[src/rtl/sdi_rx_pkg.sv]
package sdi_rx_pkg;
  typedef enum logic [1:0] {
    FRM_SELECT = 2'd0,
    FRM_PULSE  = 2'd1,
    FRM_GATED  = 2'd2,
    FRM_ALT    = 2'd3
  } frameMode_e;

  typedef struct packed {
    logic shiftEn;
    logic bitVal;
    logic lastBit;
  } rxStrobe_t;
endpackage

[src/rtl/sdi_rx_ctrl.sv]
module sdi_rx_ctrl
  import sdi_rx_pkg::*;
#(
  parameter int SYNC_DEPTH = 2,
  parameter int BYTE_W     = 8
) (
  input  logic       clk,
  input  logic       rstN,
  input  logic [1:0] frameSel,
  input  logic       fallEdge,
  input  logic       shareSel,
  input  logic       serClk,
  input  logic       serData,
  input  logic       dataSelN,
  input  logic       ctrlSelN,
  input  logic       syncIn,
  output rxStrobe_t  strb,
  output logic       selActive,
  output logic       syncLvl
);
  localparam int NIN = 5;
  localparam int CNT_W = (BYTE_W > 1) ? $clog2(BYTE_W) : 1;
  localparam logic [CNT_W-1:0] LAST = CNT_W'(BYTE_W - 1);
  localparam logic [NIN-1:0] RST_VAL = 5'b01100;

  logic [NIN-1:0] stage [SYNC_DEPTH];
  logic [NIN-1:0] rawIn, syncd;
  logic sClk, sDat, sDsel, sCsel, sSync;
  logic clkPrev, syncPrev;
  logic sampleEdge, syncRise;
  logic [CNT_W-1:0] cnt, cntNext, cntBase;
  logic busy, busyNext;
  frameMode_e mode;

  assign rawIn = {syncIn, ctrlSelN, dataSelN, serData, serClk};

  always_ff @(posedge clk or negedge rstN) begin
    if (!rstN) begin
      for (int i = 0; i < SYNC_DEPTH; i++) stage[i] <= RST_VAL;
    end else begin
      stage[0] <= rawIn;
      for (int i = 1; i < SYNC_DEPTH; i++) stage[i] <= stage[i-1];
    end
  end

  assign syncd = stage[SYNC_DEPTH-1];
  assign {sSync, sCsel, sDsel, sDat, sClk} = syncd;

  always_ff @(posedge clk or negedge rstN) begin
    if (!rstN) begin
      clkPrev  <= 1'b0;
      syncPrev <= 1'b0;
      cnt      <= '0;
      busy     <= 1'b0;
    end else begin
      clkPrev  <= sClk;
      syncPrev <= sSync;
      cnt      <= cntNext;
      busy     <= busyNext;
    end
  end

  assign sampleEdge = fallEdge ? (clkPrev & ~sClk) : (~clkPrev & sClk);
  assign syncRise   = sSync & ~syncPrev;
  assign selActive  = shareSel ? ~sCsel : ~sDsel;
  assign syncLvl    = sSync;
  assign mode       = frameMode_e'(frameSel);
  assign cntBase    = syncRise ? '0 : cnt;

  always_comb begin
    strb         = '0;
    strb.bitVal  = sDat;
    cntNext      = cnt;
    busyNext     = 1'b0;
    case (mode)
      FRM_PULSE: begin
        busyNext = busy;
        if (sampleEdge && (busy || sSync)) begin
          strb.shiftEn = 1'b1;
          if (cnt == LAST) begin
            strb.lastBit = 1'b1;
            cntNext      = '0;
            busyNext     = sSync;
          end else begin
            cntNext  = cnt + 1'b1;
            busyNext = 1'b1;
          end
        end
      end
      FRM_GATED: begin
        cntNext = cntBase;
        if (sampleEdge && sSync) begin
          strb.shiftEn = 1'b1;
          if (cntBase == LAST) begin
            strb.lastBit = 1'b1;
            cntNext      = '0;
          end else begin
            cntNext = cntBase + 1'b1;
          end
        end
      end
      default: begin
        if (!selActive) begin
          cntNext = '0;
        end else if (sampleEdge) begin
          strb.shiftEn = 1'b1;
          if (cnt == LAST) begin
            strb.lastBit = 1'b1;
            cntNext      = '0;
          end else begin
            cntNext = cnt + 1'b1;
          end
        end
      end
    endcase
  end
endmodule

[src/rtl/sdi_rx_dp.sv]
module sdi_rx_dp
  import sdi_rx_pkg::*;
#(
  parameter int BYTE_W = 8
) (
  input  logic              clk,
  input  logic              rstN,
  input  logic              lsbFirst,
  input  rxStrobe_t         strb,
  output logic [BYTE_W-1:0] byteOut,
  output logic              byteValid
);
  logic [BYTE_W-1:0] shReg, nextSh;

  assign nextSh = lsbFirst ? {strb.bitVal, shReg[BYTE_W-1:1]}
                           : {shReg[BYTE_W-2:0], strb.bitVal};

  always_ff @(posedge clk or negedge rstN) begin
    if (!rstN) begin
      shReg     <= '0;
      byteOut   <= '0;
      byteValid <= 1'b0;
    end else begin
      byteValid <= strb.shiftEn & strb.lastBit;
      if (strb.shiftEn) shReg <= nextSh;
      if (strb.shiftEn && strb.lastBit) byteOut <= nextSh;
    end
  end


  valid_pulse_chk: assert property (@(posedge clk) disable iff (!rstN)
    byteValid |=> !byteValid);


  valid_src_chk: assert property (@(posedge clk) disable iff (!rstN)
    $rose(byteValid) |-> $past(strb.shiftEn));


  out_hold_chk: assert property (@(posedge clk) disable iff (!rstN)
    !byteValid |-> $stable(byteOut));
endmodule

[src/rtl/sdi_byte_rx.sv]
module sdi_byte_rx
  import sdi_rx_pkg::*;
#(
  parameter int SYNC_DEPTH = 2,
  parameter int BYTE_W     = 8
) (
  input  logic              clk,
  input  logic              rstN,
  input  logic [1:0]        frameSel,
  input  logic              lsbFirst,
  input  logic              fallEdge,
  input  logic              shareSel,
  input  logic              serClk,
  input  logic              serData,
  input  logic              dataSelN,
  input  logic              ctrlSelN,
  input  logic              syncIn,
  output logic [BYTE_W-1:0] byteOut,
  output logic              byteValid
);
  rxStrobe_t strb;
  logic selActive, syncLvl;

  sdi_rx_ctrl #(.SYNC_DEPTH(SYNC_DEPTH), .BYTE_W(BYTE_W)) i_ctrl (
    .clk(clk), .rstN(rstN), .frameSel(frameSel), .fallEdge(fallEdge),
    .shareSel(shareSel), .serClk(serClk), .serData(serData),
    .dataSelN(dataSelN), .ctrlSelN(ctrlSelN), .syncIn(syncIn),
    .strb(strb), .selActive(selActive), .syncLvl(syncLvl)
  );

  sdi_rx_dp #(.BYTE_W(BYTE_W)) i_dp (
    .clk(clk), .rstN(rstN), .lsbFirst(lsbFirst), .strb(strb),
    .byteOut(byteOut), .byteValid(byteValid)
  );


  sel_abort_chk: assert property (@(posedge clk) disable iff (!rstN)
    ((frameSel == 2'd0 || frameSel == 2'd3) && !selActive) |=> !byteValid);


  gated_idle_chk: assert property (@(posedge clk) disable iff (!rstN)
    (frameSel == 2'd2 && !syncLvl) |=> !byteValid);
endmodule

[config.mk]
export PLATFORM = sky130hd
export DESIGN_NAME = sdi_byte_rx
export DESIGN_NICKNAME = d
export VERILOG_FILES = /design/src/rtl/sdi_rx_pkg.sv /design/src/rtl/sdi_rx_ctrl.sv /design/src/rtl/sdi_rx_dp.sv /design/src/rtl/sdi_byte_rx.sv
export SDC_FILE = /design/constraint.sdc
export NUM_CORES = 1
export LEC_CHECK = 0
export ABC_AREA = 1
export BUFFER_PORTS_ARGS = -buffer_cell sky130_fd_sc_hd__buf_2
export CAP_MARGIN = 20
export CORE_ASPECT_RATIO = 0.8
export CORE_UTILIZATION = 60
export CTS_CLUSTER_DIAMETER = 200
export DETAILED_ROUTE_END_ITERATION = 12
export PLACE_DENSITY = 0.78
export SETUP_SLACK_MARGIN = 0.2
export SLEW_MARGIN = 20
export SYNTH_ARGS = -nofsm -noshare
export SYNTH_HDL_FRONTEND = slang
export SYNTH_HIERARCHICAL = 1
export SYNTH_SLANG_ARGS = --single-unit
[constraint.sdc]
create_clock -name clk -period 2.9 [get_ports clk]
set_input_delay 0.58 -clock clk [delete_from_list [all_inputs] [get_ports clk]]
set_output_delay 0.58 -clock clk [all_outputs]
set_load 0.05 [all_outputs]
==> flow_summary.ini <==
[outcome]
outcome = completed

[placement]
dp_hpwl_um = 2140
dpl.cell_count = 256
io_buffer_count = 20
routabilityCongestion = 0.826

[final_layout]
finish.utilization_pct = 72.2
finalNonFillerCells = 264
nNetsFinal = 245
layout-drive-gt1-share_pct = 18.9
layout_common_cells = nand2_1 (98), dfrtp_1 (29), inv_1 (22), buf_2 (20), nor2_1 (11)
area_growth_pct = 12.5
layout_commonest_cell = nand2_1
fillers = 200
diodes = 0

[global_route]
grt_max_degree = 34
grt.total_usage_pct = 22.9
overflow = 0
grt_pass1_wl_um = 4510
grt_pass1_vias = 1050
antenna_found_initial = 0

[setup_path]
crit_chain = nand2_2 -> nand2_1 -> inv_1 -> ha_1 -> ha_1 -> nand4_1 -> nand2_1 -> nand2_1 -> nand2_1 -> nand2_4 -> inv_2 -> nand2_1 -> nand2_1
max_stage_delay_ns = 0.50
critPathMaxFanout = 9
r2r_cells = 13
r2r_end = i_dp/byteOut[1]$_DFFE_PN0P_
crit_end = i_dp/byteOut[1]$_DFFE_PN0P_
critPathMostFrequentCell = nand2_1
startpoint_type = register
crit_type = register to register
r2r-start = i_ctrl/syncd[4]$_DFF_PN0_
crit_arrival_ns = 2.13
cp_slowest_cell = dfrtp_1
r2r_setup_slack_ns = 0.99
cp-end-kind = register
required_ns = 3.12
cp-startpoint = i_ctrl/syncd[4]$_DFF_PN0_

[sta]
period_needed_ns = 1.91
tns_ns = 0
clock_skew_ns = 0.0106
fin_hold_ws_ns = 0.273
drv_slew = 0
timing.slew.headroom_pct = 54.2
setup_viol = 0
finalCritPeriodShare_pct = 65.7
fmax_mhz = 525
final-hold-violation-count = 0
worst_pin_slew_ns = 0.688
rsz0062_at_grt = false

[clock_network]
clk_latency_ns = 0.33
htree_levels = 2
cts_sinks = 33
ctsResizeCount = 0
post_cts_buffers = 0
path_clk_slew_ns = 0.11
cts_root_buffer = clkbuf_4
cts_tree = done
clk_path_buf_depth = 2
ctsHoldBuffers = 0
cts_buffers = 5

[pwr]
power_density_nw_per_um2 = 642
p_leak_nw = 1.09
max-vdd-ir-drop_mv = 0.489

[drt]
via_per_inst = 4.91
routed_wl_um = 2870
post-route-drc-count = 0
dr_total_vias = 1295
routedWlPerCell_um = 10.9
drt_pre_antenna_iters = 4
ant_nets = 0
drtIter0Drc = 87

[die]
initial_utilization_pct = 64.2
ios = 21
dieArea_um2 = 2870
die_y_um = 48.1
rows = 16
die_w_um = 59.6
fp.coreArea_um2 = 2480

[synthesis]
ys.warnings.count = 6
netlist_area_um2 = 1590
syn_avg_cell_area_um2 = 7.85
syn_nets = 221
synthCells = 203

[flow_run]
drv_cap = 0

[worst_hold_path]
hold_path_class = input pin to async pin
==> metal layers <==
| layer | share of wire [%] | global-route usage (%) |
|---|---|---|
| met1 | 50 | 32.0 |
| met3 | 9.3 | 9.28 |
| met2 | 40 | 32.6 |
| met4 | 0.70 | 8.37 |
| met5 | 0 | 0 |
==> flip-flops by register name, indices dropped and copies added (netlist names) <==
name / count
i_dp/byteOut: 8
i_dp/byteValid: 1
i_dp/shReg: 8
i_ctrl/clkPrev: 1
i_ctrl/syncPrev: 1
i_ctrl/cnt: 3
i_ctrl/busy: 1
i_ctrl/syncd: 5
i_ctrl/stage: 5
==> metrics by stage <==
step,setup WS (ns),instance area [um2],total power (W)
finish,0.994,1790,0.00115
global route,0.780,1790,0.00122
CTS,0.994,1790,0.00116
detailed placement,0.858,1710,0.000813
global placement,0.914,1710,0.000802
floorplan,1.25,1590,0.000750
==> critical path, delay by kind of cell (launching register included) <==
kind,cells,cell delay (ns)
flops,1,0.50
simple gates,9,0.72
buf+inv,2,0.14
fa+ha+maj,2,0.42
==> worst min-delay path by stage <==
stage,end,slack [ns],cells after the start
5_1_grt,i_ctrl/stage[7]$_DFF_PN1_,0.30,1
6_report,i_dp/shReg[2]$_DFFE_PN0P_,0.27,1
3_5_place_dp,i_ctrl/syncd[0]$_DFF_PN0_,0.34,0
4_1_cts,i_ctrl/clkPrev$_DFF_PN0_,0.30,1
3_3_place_gp,i_ctrl/syncd[1]$_DFF_PN0_,0.33,0
2_1_floorplan,i_ctrl/busy$_DFFE_PN0P_,0.28,0
==> report_power, final <==
part,internal (W),switching [W],leakage (nW),total (W)
logic,0.0000852,0.000153,0.627,0.000238
clock network,0.000182,0.000158,0.0414,0.000341
registers,0.000523,0.0000498,0.419,0.000572
==> area by class of cell <==
type | count | area [um2] | share of cell area (%)
Clock inverter | 3 | 46.3 | 2.58
Sequential cell | 33 | 831 | 46.3
Multi-Input combinational cell | 141 | 636 | 35.5
Tap cell | 36 | 45.0 | 2.51
Clock buffer | 5 | 37.5 | 2.09
Inverter | 26 | 97.6 | 5.44
Timing Repair Buffer | 20 | 100 | 5.58
Note: power is estimated with default switching activity, not from simulation.
